[src/rtl/sg_pkg.sv]
package sg_pkg;

    typedef enum logic [1:0] {
        PH_RUN = 2'd0,
        PH_OFF = 2'd1,
        PH_ON  = 2'd2
    } sg_phase_e;

    typedef struct packed {
        logic clear;
        logic bleed;
        logic drain;
        logic charge;
    } sg_cmd_t;

    function automatic int unsigned sg_sat_add(int unsigned v, int unsigned s,
                                               int unsigned ceil_v);
        return (v + s >= ceil_v) ? ceil_v : v + s;
    endfunction

    function automatic int unsigned sg_sat_sub(int unsigned v, int unsigned s,
                                               int unsigned floor_v);
        return (v < floor_v + s) ? floor_v : v - s;
    endfunction

endpackage

[src/rtl/sg_fg_edge.sv]
module sg_fg_edge #(
    parameter int unsigned SYNC_STAGES = 2
) (
    input  logic clk,
    input  logic rst,
    input  logic fg_i,
    output logic edge_o
);
    // chain[SYNC_STAGES-1] is the synchronized level, chain[SYNC_STAGES] its delayed copy
    logic [SYNC_STAGES:0] chain_q;

    always_ff @(posedge clk) begin
        if (rst) chain_q <= '0;
        else     chain_q <= {chain_q[SYNC_STAGES-1:0], fg_i};
    end

    assign edge_o = chain_q[SYNC_STAGES] ^ chain_q[SYNC_STAGES-1];

endmodule

[src/rtl/sg_drain_pace.sv]
module sg_drain_pace #(
    parameter int unsigned SLOW_RATIO = 14
) (
    input  logic clk,
    input  logic rst,
    input  logic active_i,
    input  logic tick_i,
    output logic step_o
);
    generate
        if (SLOW_RATIO <= 1) begin : g_direct
            assign step_o = active_i & tick_i;
        end else begin : g_div
            localparam int unsigned PW = $clog2(SLOW_RATIO);
            localparam logic [PW-1:0] LAST = PW'(SLOW_RATIO - 1);
            logic [PW-1:0] cnt_q;

            always_ff @(posedge clk) begin
                if (rst || !active_i) cnt_q <= '0;
                else if (tick_i)      cnt_q <= (cnt_q == LAST) ? '0 : cnt_q + 1'b1;
            end

            assign step_o = active_i & tick_i & (cnt_q == LAST);

            a_r5_pace_range: assert property (@(posedge clk) disable iff (rst)
                cnt_q <= LAST);
        end
    endgenerate

endmodule

[src/rtl/sg_level.sv]
module sg_level
    import sg_pkg::*;
#(
    parameter int unsigned LEVEL_W     = 12,
    parameter int unsigned LO_LVL      = 64,
    parameter int unsigned HI_LVL      = 1024,
    parameter int unsigned CHARGE_STEP = 4,
    parameter int unsigned BLEED_STEP  = 64
) (
    input  logic    clk,
    input  logic    rst,
    input  sg_cmd_t cmd_i,
    output logic    at_hi_o,
    output logic    at_lo_o
);
    localparam logic [LEVEL_W-1:0] LO_V = LEVEL_W'(LO_LVL);
    localparam logic [LEVEL_W-1:0] HI_V = LEVEL_W'(HI_LVL);

    logic [LEVEL_W-1:0] level_q, level_d;

    always_comb begin
        level_d = level_q;
        if (cmd_i.clear)
            level_d = LO_V;
        else if (cmd_i.bleed)
            level_d = LEVEL_W'(sg_sat_sub(32'(level_q), BLEED_STEP, LO_LVL));
        else if (cmd_i.drain)
            level_d = LEVEL_W'(sg_sat_sub(32'(level_q), CHARGE_STEP, LO_LVL));
        else if (cmd_i.charge)
            level_d = LEVEL_W'(sg_sat_add(32'(level_q), CHARGE_STEP, HI_LVL));
    end

    always_ff @(posedge clk) begin
        if (rst) level_q <= LO_V;
        else     level_q <= level_d;
    end

    assign at_hi_o = (level_q == HI_V);
    assign at_lo_o = (level_q == LO_V);

    a_r10_level_bounds: assert property (@(posedge clk) disable iff (rst)
        (level_q >= LO_V) && (level_q <= HI_V));

    a_r9_clear_to_floor: assert property (@(posedge clk) disable iff (rst)
        cmd_i.clear |=> (level_q == LO_V));

    a_r2_idle_holds: assert property (@(posedge clk) disable iff (rst)
        (!cmd_i.clear && !cmd_i.bleed && !cmd_i.drain && !cmd_i.charge)
        |=> $stable(level_q));

    a_r3_bleed_lowers: assert property (@(posedge clk) disable iff (rst)
        (!cmd_i.clear && cmd_i.bleed)
        |=> ((level_q < $past(level_q)) || (level_q == LO_V)));

endmodule

[src/rtl/sg_phase_fsm.sv]
module sg_phase_fsm
    import sg_pkg::*;
(
    input  logic      clk,
    input  logic      rst,
    input  logic      clear_i,
    input  logic      edge_i,
    input  logic      at_hi_i,
    input  logic      at_lo_i,
    output sg_phase_e phase_o
);
    sg_phase_e phase_q, phase_d;

    always_comb begin
        phase_d = phase_q;
        if (clear_i) begin
            phase_d = PH_RUN;
        end else begin
            unique case (phase_q)
                PH_RUN: if (at_hi_i && !edge_i) phase_d = PH_OFF;
                PH_OFF: if (edge_i)             phase_d = PH_RUN;
                        else if (at_lo_i)       phase_d = PH_ON;
                PH_ON:  if (edge_i)             phase_d = PH_RUN;
                        else if (at_hi_i)       phase_d = PH_OFF;
                default:                        phase_d = PH_RUN;
            endcase
        end
    end

    always_ff @(posedge clk) begin
        if (rst) phase_q <= PH_RUN;
        else     phase_q <= phase_d;
    end

    assign phase_o = phase_q;

    a_r4_off_needs_ceiling: assert property (@(posedge clk) disable iff (rst)
        (phase_q == PH_OFF && $past(phase_q) != PH_OFF) |-> $past(at_hi_i));

    a_r5_on_needs_floor: assert property (@(posedge clk) disable iff (rst)
        (phase_q == PH_ON && $past(phase_q) != PH_ON) |-> $past(at_lo_i));

    a_r7_edge_releases: assert property (@(posedge clk) disable iff (rst)
        (!clear_i && edge_i && phase_q != PH_RUN) |=> (phase_q == PH_RUN));

endmodule

[src/rtl/stall_guard.sv]
module stall_guard
    import sg_pkg::*;
#(
    parameter int unsigned LEVEL_W     = 12,
    parameter int unsigned LO_LVL      = 64,
    parameter int unsigned HI_LVL      = 1024,
    parameter int unsigned CHARGE_STEP = 4,
    parameter int unsigned BLEED_STEP  = 64,
    parameter int unsigned SLOW_RATIO  = 14,
    parameter int unsigned SYNC_STAGES = 2
) (
    input  logic clk,
    input  logic rst,
    input  logic tick_i,
    input  logic fg_i,
    input  logic prot_en_i,
    input  logic stop_i,
    output logic drive_en_o,
    output logic rd_o
);
    localparam int unsigned ON_TICKS  = (HI_LVL - LO_LVL) / CHARGE_STEP;
    localparam int unsigned OFF_TICKS = ON_TICKS * SLOW_RATIO;
    localparam int unsigned WIN_W     = $clog2(OFF_TICKS + 2) + 1;

    logic      fg_edge, at_hi, at_lo, drain_step, clear;
    sg_phase_e phase;
    sg_cmd_t   cmd;

    assign clear = stop_i | ~prot_en_i;

    sg_fg_edge #(.SYNC_STAGES(SYNC_STAGES)) u_edge (
        .clk    (clk),
        .rst    (rst),
        .fg_i   (fg_i),
        .edge_o (fg_edge)
    );

    sg_drain_pace #(.SLOW_RATIO(SLOW_RATIO)) u_pace (
        .clk      (clk),
        .rst      (rst),
        .active_i ((phase == PH_OFF) && !clear),
        .tick_i   (tick_i),
        .step_o   (drain_step)
    );

    always_comb begin
        cmd.clear  = clear;
        cmd.bleed  = fg_edge;
        cmd.drain  = drain_step;
        cmd.charge = tick_i && (phase != PH_OFF);
    end

    sg_level #(
        .LEVEL_W    (LEVEL_W),
        .LO_LVL     (LO_LVL),
        .HI_LVL     (HI_LVL),
        .CHARGE_STEP(CHARGE_STEP),
        .BLEED_STEP (BLEED_STEP)
    ) u_level (
        .clk     (clk),
        .rst     (rst),
        .cmd_i   (cmd),
        .at_hi_o (at_hi),
        .at_lo_o (at_lo)
    );

    sg_phase_fsm u_fsm (
        .clk     (clk),
        .rst     (rst),
        .clear_i (clear),
        .edge_i  (fg_edge),
        .at_hi_i (at_hi),
        .at_lo_i (at_lo),
        .phase_o (phase)
    );

    always_comb begin
        if (stop_i)          drive_en_o = 1'b0;
        else if (!prot_en_i) drive_en_o = 1'b1;
        else                 drive_en_o = (phase != PH_OFF);
    end

    assign rd_o = prot_en_i && !stop_i && (phase != PH_RUN);

    // phase-window tick counters, used only by the window checks below
    logic [WIN_W-1:0] on_ticks_q, off_ticks_q;

    always_ff @(posedge clk) begin
        if (rst || phase != PH_ON) on_ticks_q <= '0;
        else if (tick_i)           on_ticks_q <= on_ticks_q + 1'b1;
        if (rst || phase != PH_OFF) off_ticks_q <= '0;
        else if (tick_i)            off_ticks_q <= off_ticks_q + 1'b1;
    end

    a_r6_on_window: assert property (@(posedge clk) disable iff (rst)
        (phase == PH_ON) |-> (on_ticks_q <= WIN_W'(ON_TICKS)));

    a_r5_off_window: assert property (@(posedge clk) disable iff (rst)
        (phase == PH_OFF) |-> (off_ticks_q <= WIN_W'(OFF_TICKS)));

    a_r9_stop_quiet: assert property (@(posedge clk) disable iff (rst)
        stop_i |=> (phase == PH_RUN));

endmodule

[config.mk]
export PLATFORM = sky130hd
export DESIGN_NAME = stall_guard
export DESIGN_NICKNAME = d
export VERILOG_FILES = /design/src/rtl/sg_pkg.sv /design/src/rtl/sg_fg_edge.sv /design/src/rtl/sg_drain_pace.sv /design/src/rtl/sg_level.sv /design/src/rtl/sg_phase_fsm.sv /design/src/rtl/stall_guard.sv
export SDC_FILE = /design/constraint.sdc
export NUM_CORES = 1
export LEC_CHECK = 0
export BUFFER_PORTS_ARGS = -buffer_cell sky130_fd_sc_hd__buf_2
export CORE_MARGIN = 3
export CORE_UTILIZATION = 40
export CTS_BUF_LIST = sky130_fd_sc_hd__clkbuf_4 sky130_fd_sc_hd__clkbuf_8
export DETAILED_ROUTE_END_ITERATION = 10
export PLACE_DENSITY = 0.52
export SYNTH_ARGS = -nofsm -noshare
export SYNTH_HDL_FRONTEND = slang
export SYNTH_HIERARCHICAL = 1
export SYNTH_SLANG_ARGS = --single-unit
[constraint.sdc]
create_clock -name clk -period 5.52 [get_ports clk]
set_input_delay 0.828 -clock clk [delete_from_list [all_inputs] [get_ports clk]]
set_output_delay 0.828 -clock clk [all_outputs]
set_load 0.01 [all_outputs]
==> flow_summary.yaml, run 1 <==
yosys:
  avgSynthCellArea_um2: 8.050
  ys_ff_latch: 19
  synth_edf_count: 0
  yosysWarningCount: 6
  yosys-top-cells-area: "dfxtp_1 26%, ha_1 5.1%, o21ai_0 4.8%"
  syn_inst: 182
  async_reset_ff_share_pct: 0
  ys.flop_type: "dfxtp_1"
  ys_seq_area_share_pct: 25.96
  syn_area_um2: 1465
  syn_nets: 194
  synth_top_area_share_pct: 25.96
  netlist-cell-type-count: 58
  synth_top_cell_by_area: "dfxtp_1"
drt:
  via_count: 1327
  ant_nets: 0
  drc: 0
  wire_per_inst_um: 14.42
  first_pass_iters: 4
  routed_via_density: 5.795
  wl_mm: 3.303
  drtIter0Drc: 80
clocking:
  clk_path_buf_depth: 2
  ctsHtreeMaxLevel: 1
  postCtsSetupBuffers: 0
  clock_latency_ns: 0.26
  cts_tree: "yes"
  path_clk_slew_ns: 0.07
  hold_buffers: 0
  cts_resized: 0
  cts-root-buf: "clkbuf_8"
  numCtsBuffers: 3
  clock_sinks: 19
critical_path:
  reg2reg_depth: 9
  startpoint: "stop_i"
  worstSetupPathType: "in2reg"
  ff2ff_setup_slack_ns: 2.96
  critPathLaunchType: "input port"
  r2r-start: "u_fsm/phase_o[0]$_SDFFE_PP0P_"
  rr_endpoint: "u_level/level_q[5]$_SDFFE_PP0P_"
  crit_fanout: 14
  critPathCapture: "u_level/level_q[5]$_SDFFE_PP0P_"
  crit_path_end_kind: "flip-flop"
  critical_path_required_ns: 5.66
  worst-endpoint-arrival_ns: 3.01
final_layout:
  final_cell_mix: "19 x dfxtp_1, 14 x nor2_1, 14 x o21ai_0"
  diodes: 0
  drive_gt1_share_pct: 16.39
  syn_to_final_growth_pct: 3.160
  fin_nets: 196
  layout_commonest_cell: "dfxtp_1"
global_route:
  grt_pass1_vias: 1225
  grt_pass1_wl_mm: 5.789
  grt_usage_pct: 16.54
  grt_max_degree: 15
  grt-ovfl-total: 0
  antenna_found_initial: 0
timing:
  fin_crit_ns: 2.866
  hold-worst-slack_ns: 0.4553
  clock.fmax_mhz: 348.9
  rsz0062_at_grt: "false"
  hold_viol_final: 0
  worst_pin_slew_ns: 0.8093
  finalSetupTns_ns: 0
  slew_viol_final: 0
  finalSetupViolCount: 0
  finalClockSkew_ns: 0.002611
  max_slew_margin_pct: 45.85
  fin_crit_sh_pct: 51.93
floorplanning:
  dieArea_um2: 4425
  die_w_um: 66.52
  pin_count: 8
  core_area_um2: 3442
  num_rows: 21
  initial_core_util_pct: 42.57
  fp.dieH_um: 66.52
placed_design:
  gp_congestion: 0.9053
  hpwlAfterDp_mm: 2.454
  port_buffers: 7
run_status:
  status: "finished clean"
pwr:
  power.density_nw_per_um2: 174.6
  peakVddDrop_mv: 0.1002
  cellLeakagePower_uw: 0.0005188
min_path:
  hold_path.class: "reg2reg"
  min_from: "u_edge/chain_q[0]$_SDFF_PP0_"
flow_run:
  max_cap_violations: 0
kinds of logic after synthesis:
| family | Yosys count | synth area share, % |
|---|---|---|
| and+or+nand+nor | 78 | 30.49 |
| adders and majority gates | 6 | 5.124 |
| DFF | 19 | 25.96 |
| buffers and inverters | 20 | 8.881 |
| AOI/OAI and AO/OA | 48 | 22.63 |
| muxes | 3 | 2.135 |
| xor gates and xnor gates | 8 | 4.782 |
area by class of cell:
type | instances | area (µm²)
Multi-Input combinational cell | 143 | 954.7
Sequential cell | 19 | 380.4
Fill cell | 356 | 1931
Timing Repair Buffer | 7 | 35.03
Tap cell | 46 | 57.56
Clock inverter | 1 | 5.005
Inverter | 10 | 37.54
Clock buffer | 3 | 41.29
metrics by stage:
step / util (%) / setup slack, ns / cell area [µm²] / power [µW] / cells
6_report: 43.91 / 2.654 / 1511 / 263.8 / 229
3_5_place_dp: 42.57 / 2.362 / 1465 / 166.8 / 225
4_1_cts: 43.91 / 2.641 / 1511 / 266.4 / 229
2_1_floorplan: - / 3.111 / 1465 / 160.0 / 182
3_3_place_gp: 42.57 / 2.395 / 1465 / 166.9 / 225
5_1_grt: 43.91 / 2.430 / 1511 / 273.8 / 229
Yosys cell counts (all sizes together) (2+ instances only):
cell type,number
a211o,2
a211oi,2
a21oi,10
a31oi,2
and3,4
buf,4
clkbuf,6
dfxtp,19
ha,6
inv,10
mux2i,2
nand2,13
nand2b,4
nand3,11
nand3b,2
nand4,2
nand4b,2
nor2,14
nor2b,4
nor3,4
o2111ai,2
o211ai,2
o21ai,15
o311ai,2
or2,2
or3,6
or3b,4
or4,3
xnor2,6
xor2,2
worst max-delay path, cell delays in order:
cell and delay [ns]:
buf_2 0.10, nand2b_4 0.14, nor2_1 0.14, nand3b_1 0.09, nor2_1 0.62, inv_1 0.19
or4_2 0.57, o21ai_0 0.11, xnor2_1 0.13, o21ai_0 0.08
routing by layer:
| metal | vias up | GRT usage [%] | wire [µm] |
|---|---|---|---|
| met2 | 34 | 27.01 | 1582 |
| met5 | - | 0 | 0 |
| met4 | 0 | 3.807 | 30 |
| met3 | 6 | 2.530 | 123 |
| met1 | 618 | 22.77 | 1567 |
| li1 | 669 | - | - |
flip-flops by register name, indices dropped and copies added, names as in the netlist:
name / count
u_edge/chain_q: 3
u_level/level_q: 10
u_fsm/phase_o: 2
u_pace/g_div.cnt_q: 4
power breakdown:
| group | switching, µW | internal (µW) | leakage [µW] |
|---|---|---|---|
| clock | 49.5 | 50.3 | 0.0000255 |
| sequential | 1.97 | 138 | 0.000154 |
| combinational | 14.0 | 9.69 | 0.000340 |
how the worst min path moves through the flow:
stage                                   end  cells after the start  slack, ns
2_1_floorplan  u_edge/chain_q[1]$_SDFF_PP0_                      1       0.41
3_3_place_gp   u_edge/chain_q[1]$_SDFF_PP0_                      1       0.44
3_5_place_dp   u_edge/chain_q[1]$_SDFF_PP0_                      1       0.43
4_1_cts        u_edge/chain_q[1]$_SDFF_PP0_                      1       0.46
5_1_grt        u_edge/chain_q[1]$_SDFF_PP0_                      1       0.48
6_report       u_edge/chain_q[1]$_SDFF_PP0_                      1       0.46
Power figures use the tool's default switching activity.
==> run 2: changes to the inputs <==
--- a/config.mk
+++ b/config.mk
@@ -10,7 +10,7 @@
 export CORE_UTILIZATION = 40
 export CTS_BUF_LIST = sky130_fd_sc_hd__clkbuf_4 sky130_fd_sc_hd__clkbuf_8
 export DETAILED_ROUTE_END_ITERATION = 10
-export PLACE_DENSITY = 0.52
+export PLACE_DENSITY = 0.54
 export SYNTH_ARGS = -nofsm -noshare
 export SYNTH_HDL_FRONTEND = slang
 export SYNTH_HIERARCHICAL = 1
==> constraint.sdc (replaced) <==
create_clock -name clk -period 2.5 [get_ports clk]
set_input_delay 0.375 -clock clk [delete_from_list [all_inputs] [get_ports clk]]
set_output_delay 0.375 -clock clk [all_outputs]
set_load 0.01 [all_outputs]
==> run 2 against run 1 <==
Largest power group unchanged. Power up 120%. Largest cell class unchanged. Routed wire length up 2.7%. Final cell count up 2.6%. Register-to-register slack worse by 2.7 ns. Combinational power up 140%. Non-clock buffer count up 6. Global-route usage up 0.90 points. Sequential share of layout area down 0.73 points. Die area unchanged. Hold slack worse by 0.13 ns. Critical path depth down 3.
==> flow_summary.yaml, run 2 (synthesis results as in run 1) <==
floorplanning:
  pin_count: 8
  core_area_um2: 3442
  initial_core_util_pct: 42.57
  fp.dieH_um: 66.52
  die_w_um: 66.52
  num_rows: 21
  dieArea_um2: 4425
min_path:
  min_to: "u_edge/chain_q[0]$_SDFF_PP0_"
  holdPathStages: 2
  hold_path.class: "in2reg"
  min_from: "fg_i"
global_route:
  grt_pass1_vias: 1283
  grt_usage_pct: 17.45
  grt_max_degree: 14
  grt-ovfl-total: 0
  antenna_found_initial: 0
  grt_pass1_wl_mm: 5.975
pwr:
  net-switching-power_uw: 150.4
  seqPwrFrac_pct: 52.3
  sw_frac_of_total_pct: 25.45
  power.density_nw_per_um2: 379.6
  peakVddDrop_mv: 0.2311
  cellLeakagePower_uw: 0.0005486
  internal_power_uw: 440.5
  pwr-share-comb_pct: 9.4
  pwr-share-clk_pct: 38.3
critical_path:
  cp_slowest_stage_delay_ns: 0.48
  crit_fanout: 8
  rr_endpoint: "u_level/level_q[7]$_SDFFE_PP0N_"
  worst-endpoint-arrival_ns: 2.38
  r2r-start: "u_level/level_q[2]$_SDFFE_PP0P_"
  critical_path_required_ns: 2.66
  critPathLaunchType: "flip-flop"
  crit_buf_inv: 1
  reg2reg_depth: 7
  crit_slowest_cell: "or3b_2"
  crit_path_end_kind: "flip-flop"
  ff2ff_setup_slack_ns: 0.28
  cp_top_family: "compound AO/OA/AOI/OAI gates"
  worstSetupPathType: "reg2reg"
  crit_chain: "inv_1 -> ha_1 -> or3b_2 -> a211oi_1 -> or3_1 -> o221ai_1 -> o221a_2"
clocking:
  path_clk_slew_ns: 0.08
  postCtsSetupBuffers: 0
  cts-root-buf: "clkbuf_8"
  clk_path_buf_depth: 2
  cts_tree: "yes"
  ctsHtreeMaxLevel: 1
  numCtsBuffers: 3
  clock_sinks: 19
  hold_buffers: 0
  clock_latency_ns: 0.26
  cts_resized: 0
timing:
  fin_crit_sh_pct: 88.83
  max_slew_margin_pct: 67.90
  slew_viol_final: 0
  fin_crit_ns: 2.221
  finalSetupTns_ns: 0
  finalClockSkew_ns: 0.007309
  rsz0062_at_grt: "false"
  finalSetupViolCount: 0
  clock.fmax_mhz: 450.3
  hold_viol_final: 0
  worst_pin_slew_ns: 0.4749
final_layout:
  final_cell_mix: "19 x dfxtp_1, 14 x nor2_1, 14 x o21ai_0"
  fin_nets: 202
  drive_gt1_share_pct: 19.05
  layout_commonest_cell: "dfxtp_1"
  largest_reg_flops: 10
  syn_to_final_growth_pct: 6.234
  top_register: "u_level/level_q"
  post-route-cell-area_um2: 1556
  reg_top3: "u_level/level_q x10, u_pace/g_div.cnt_q x4, u_edge/chain_q x3"
  num-fill-cells: 361
  diodes: 0
drt:
  drtIter0Drc: 76
  ant_nets: 0
  drc: 0
  via_count: 1332
  routed_via_density: 5.668
  first_pass_iters: 4
  wl_mm: 3.391
  wire_per_inst_um: 14.43
flow_run:
  max_cap_violations: 0
placed_design:
  postPlaceCellArea_um2: 1510
  port_buffers: 7
  hpwlAfterDp_mm: 2.597
  gp_congestion: 0.8983
run_status:
  status: "finished clean"
-- run 2: cell count changes in the layout (fill, tap and decap cells not counted), sizes merged --
cell / delta
buf: +6
-- run 2: stage by stage --
| stage | hold WS, ns | total power, µW | instances | setup WS (ns) | utilization [%] |
|---|---|---|---|---|---|
| after global placement | 0.4264 | 370.9 | 231 | 0.3054 | 43.88 |
| after CTS | 0.3205 | 596.7 | 235 | 0.2715 | 45.22 |
| after detailed placement | 0.4348 | 371.4 | 231 | 0.2579 | 43.88 |
| final | 0.3289 | 590.9 | 235 | 0.2791 | 45.22 |
| after global routing | 0.3472 | 618.1 | 235 | 0.1218 | 45.22 |
| after floorplan | 0.4138 | 353.2 | 182 | 0.4312 | - |
-- run 2: worst max-delay path by stage --
stage	startpoint	end	slack, ns	cells after the start
6_report	u_level/level_q[2]$_SDFFE_PP0P_	u_level/level_q[7]$_SDFFE_PP0N_	0.28	7
5_1_grt	u_level/level_q[2]$_SDFFE_PP0P_	u_level/level_q[7]$_SDFFE_PP0N_	0.12	7
4_1_cts	u_level/level_q[2]$_SDFFE_PP0P_	u_level/level_q[7]$_SDFFE_PP0N_	0.27	7
3_5_place_dp	stop_i	u_level/level_q[5]$_SDFFE_PP0P_	0.26	11
3_3_place_gp	stop_i	u_level/level_q[2]$_SDFFE_PP0P_	0.31	11
2_1_floorplan	u_level/level_q[2]$_SDFFE_PP0P_	u_level/level_q[7]$_SDFFE_PP0N_	0.43	7
-- run 2: power groups by stage --
stage	clock, µW	sequential, µW	combinational [µW]
2_1_floorplan	0	315	38.7
3_3_place_gp	0	316	54.9
3_5_place_dp	0	316	55.3
4_1_cts	232	309	55.5
5_1_grt	247	310	61.7
6_report	226	309	55.7
-- run 2: metal layers --
metal	part of all wire, %	track usage (%)	up-vias	wire (µm)
li1	-	-	675	-
met1	47	22.42	618	1606
met2	46	29.37	35	1574
met3	5.2	3.373	4	175
met4	1.0	5.076	0	34
met5	0	0	-	0
-- run 2: final cells by class --
| class | instances | area [µm²] | share of cell area [%] |
|---|---|---|---|
| clock buffer | 3 | 41.29 | 2.653 |
| clock inverter | 1 | 5.005 | 0.3215 |
| inverter | 10 | 37.54 | 2.412 |
| multi-input combinational | 143 | 954.7 | 61.33 |
| sequential | 19 | 380.4 | 24.44 |
| tap | 46 | 57.56 | 3.698 |
| timing repair buffer | 13 | 80.08 | 5.145 |
==> run 3: changes to the inputs <==
--- a/config.mk
+++ b/config.mk
@@ -10,6 +10,7 @@
 export CORE_UTILIZATION = 40
 export CTS_BUF_LIST = sky130_fd_sc_hd__clkbuf_4 sky130_fd_sc_hd__clkbuf_8
 export DETAILED_ROUTE_END_ITERATION = 10
+export GPL_TIMING_DRIVEN = 0
 export PLACE_DENSITY = 0.54
 export SYNTH_ARGS = -nofsm -noshare
 export SYNTH_HDL_FRONTEND = slang
==> run 3 against run 2 <==
Clock skew decreased by 0.00090 ns. Routed wire length grew 0.97%. Clock power up 3%. Utilization up 1.6 points. Fmax decreased by 0.80%.
==> flow_summary.yaml, run 3 (synthesis results as in run 1) <==
run_status:
  status: "finished clean"
clocking:
  numCtsBuffers: 3
  path_clk_slew_ns: 0.07
  cts_tree: "yes"
  clock_sinks: 19
  clk_path_buf_depth: 2
  cts_resized: 0
  ctsHtreeMaxLevel: 1
  clock_latency_ns: 0.26
  cts-root-buf: "clkbuf_8"
  hold_buffers: 0
  postCtsSetupBuffers: 0
drt:
  wire_per_inst_um: 14.33
  ant_nets: 0
  via_count: 1367
  routed_via_density: 5.720
  drtIter0Drc: 74
  drc: 0
  first_pass_iters: 4
  wl_mm: 3.424
min_path:
  hold_path.class: "in2reg"
  min_from: "fg_i"
  min_to: "u_edge/chain_q[0]$_SDFF_PP0_"
  holdPathStages: 2
timing:
  clock.fmax_mhz: 446.7
  fin_crit_ns: 2.239
  hold_viol_final: 0
  worst_pin_slew_ns: 0.7428
  max_slew_margin_pct: 49.95
  fin_crit_sh_pct: 89.55
  finalSetupTns_ns: 0
  slew_viol_final: 0
  rsz0062_at_grt: "false"
  finalClockSkew_ns: 0.006414
  finalSetupViolCount: 0
  hold-worst-slack_ns: 0.3333
floorplanning:
  initial_core_util_pct: 42.57
  num_rows: 21
  dieArea_um2: 4425
  pin_count: 8
  die_w_um: 66.52
  core_area_um2: 3442
  fp.dieH_um: 66.52
global_route:
  grt_max_degree: 11
  grt_pass1_wl_mm: 5.830
  grt_usage_pct: 16.79
  grt-busiest-layer: "met2"
  use_met3_pct: 2.361
  grt_pass1_vias: 1305
  antenna_found_initial: 0
  grt-ovfl-total: 0
  grt_use_met2_pct: 28.38
  grt_util_met1_pct: 22.36
pwr:
  power.total_uw: 598.6
  pwr-share-comb_pct: 9.8
  peakVddDrop_mv: 0.2326
  sw_frac_of_total_pct: 24.17
  cellLeakagePower_uw: 0.0005719
  power.density_nw_per_um2: 371.5
  pwr-share-clk_pct: 38.7
  internal_power_uw: 453.9
  seqPwrFrac_pct: 51.4
  net-switching-power_uw: 144.7
final_layout:
  reg_top3: "u_level/level_q x10, u_pace/g_div.cnt_q x4, u_edge/chain_q x3"
  final_cell_mix: "19 x dfxtp_1, 14 x nor2_1, 14 x o21ai_0"
  fin_nets: 206
  top_register: "u_level/level_q"
  diodes: 0
  num-fill-cells: 359
  layout_commonest_cell: "dfxtp_1"
  largest_reg_flops: 10
  drive_gt1_share_pct: 20.21
  syn_to_final_growth_pct: 9.992
critical_path:
  cp_slowest_stage_delay_ns: 0.52
  critical_path_required_ns: 2.65
  ff2ff_setup_slack_ns: 0.26
  crit_slowest_cell: "or3b_2"
  cp_top_family: "simple AND/OR/NAND/NOR gates"
  crit_buf_inv: 1
  crit_fanout: 8
  crit_path_end_kind: "flip-flop"
  rr_endpoint: "u_level/level_q[7]$_SDFFE_PP0N_"
  reg2reg_depth: 7
  critPathLaunchType: "flip-flop"
  r2r-start: "u_level/level_q[2]$_SDFFE_PP0P_"
  crit_chain: "inv_1 -> ha_1 -> or3b_2 -> a211oi_2 -> or3_1 -> o221ai_1 -> o221a_2"
  worstSetupPathType: "reg2reg"
  worst-endpoint-arrival_ns: 2.39
flow_run:
  max_cap_violations: 0
placed_design:
  hpwlAfterDp_mm: 2.628
  gp_congestion: 0.8638
  port_buffers: 7
==> run 3: how the worst max path moves through the flow <==
stage	start	to	slack (ns)	cells after the start
after detailed placement	u_level/level_q[2]$_SDFFE_PP0P_	u_level/level_q[7]$_SDFFE_PP0N_	0.17	7
after floorplan	u_level/level_q[2]$_SDFFE_PP0P_	u_level/level_q[7]$_SDFFE_PP0N_	0.43	7
after global placement	u_level/level_q[2]$_SDFFE_PP0P_	u_level/level_q[7]$_SDFFE_PP0N_	0.17	7
final	u_level/level_q[2]$_SDFFE_PP0P_	u_level/level_q[7]$_SDFFE_PP0N_	0.26	7
after CTS	u_level/level_q[2]$_SDFFE_PP0P_	u_level/level_q[7]$_SDFFE_PP0N_	0.16	7
after global routing	u_level/level_q[2]$_SDFFE_PP0P_	u_level/level_q[7]$_SDFFE_PP0N_	0.12	7
==> run 3: layout make-up <==
type                    count  area, µm²  area share, %
inverters                  10      37.54          2.329
well taps                  46      57.56          3.571
multi-input cells         143      959.7          59.55
plain buffers              10      92.59          5.745
repair buffers              7      35.03          2.174
clock buffers               4      48.80          3.028
flip-flops and latches     19      380.4          23.60
==> run 3: power groups by stage <==
stage               clock (µW)  sequential [µW]  combinational, µW
finish                     232              308               59.0
global route               252              308               65.4
CTS                        239              308               57.5
detailed placement           0              315               57.1
global placement             0              315               56.2
floorplan                    0              315               38.7
==> run 3: per-stage QoR <==
step                area (µm²)  instances  util [%]  worst slack, ns
detailed placement        1558        235     45.26           0.1725
global route              1612        239     46.82           0.1173
CTS                       1607        239     46.67           0.1582
floorplan                 1465        182         -           0.4312
finish                    1612        239     46.82           0.2613
global placement          1558        235     45.26           0.1667
==> run 3: per-layer routing <==
| metal | routed length, µm | vias up | share of wire [%] |
|---|---|---|---|
| met5 | 0 | - | 0 |
| met4 | 35 | 0 | 1.0 |
| met3 | 175 | 4 | 5.1 |
| met2 | 1628 | 41 | 48 |
| met1 | 1584 | 640 | 46 |
| li1 | - | 682 | - |
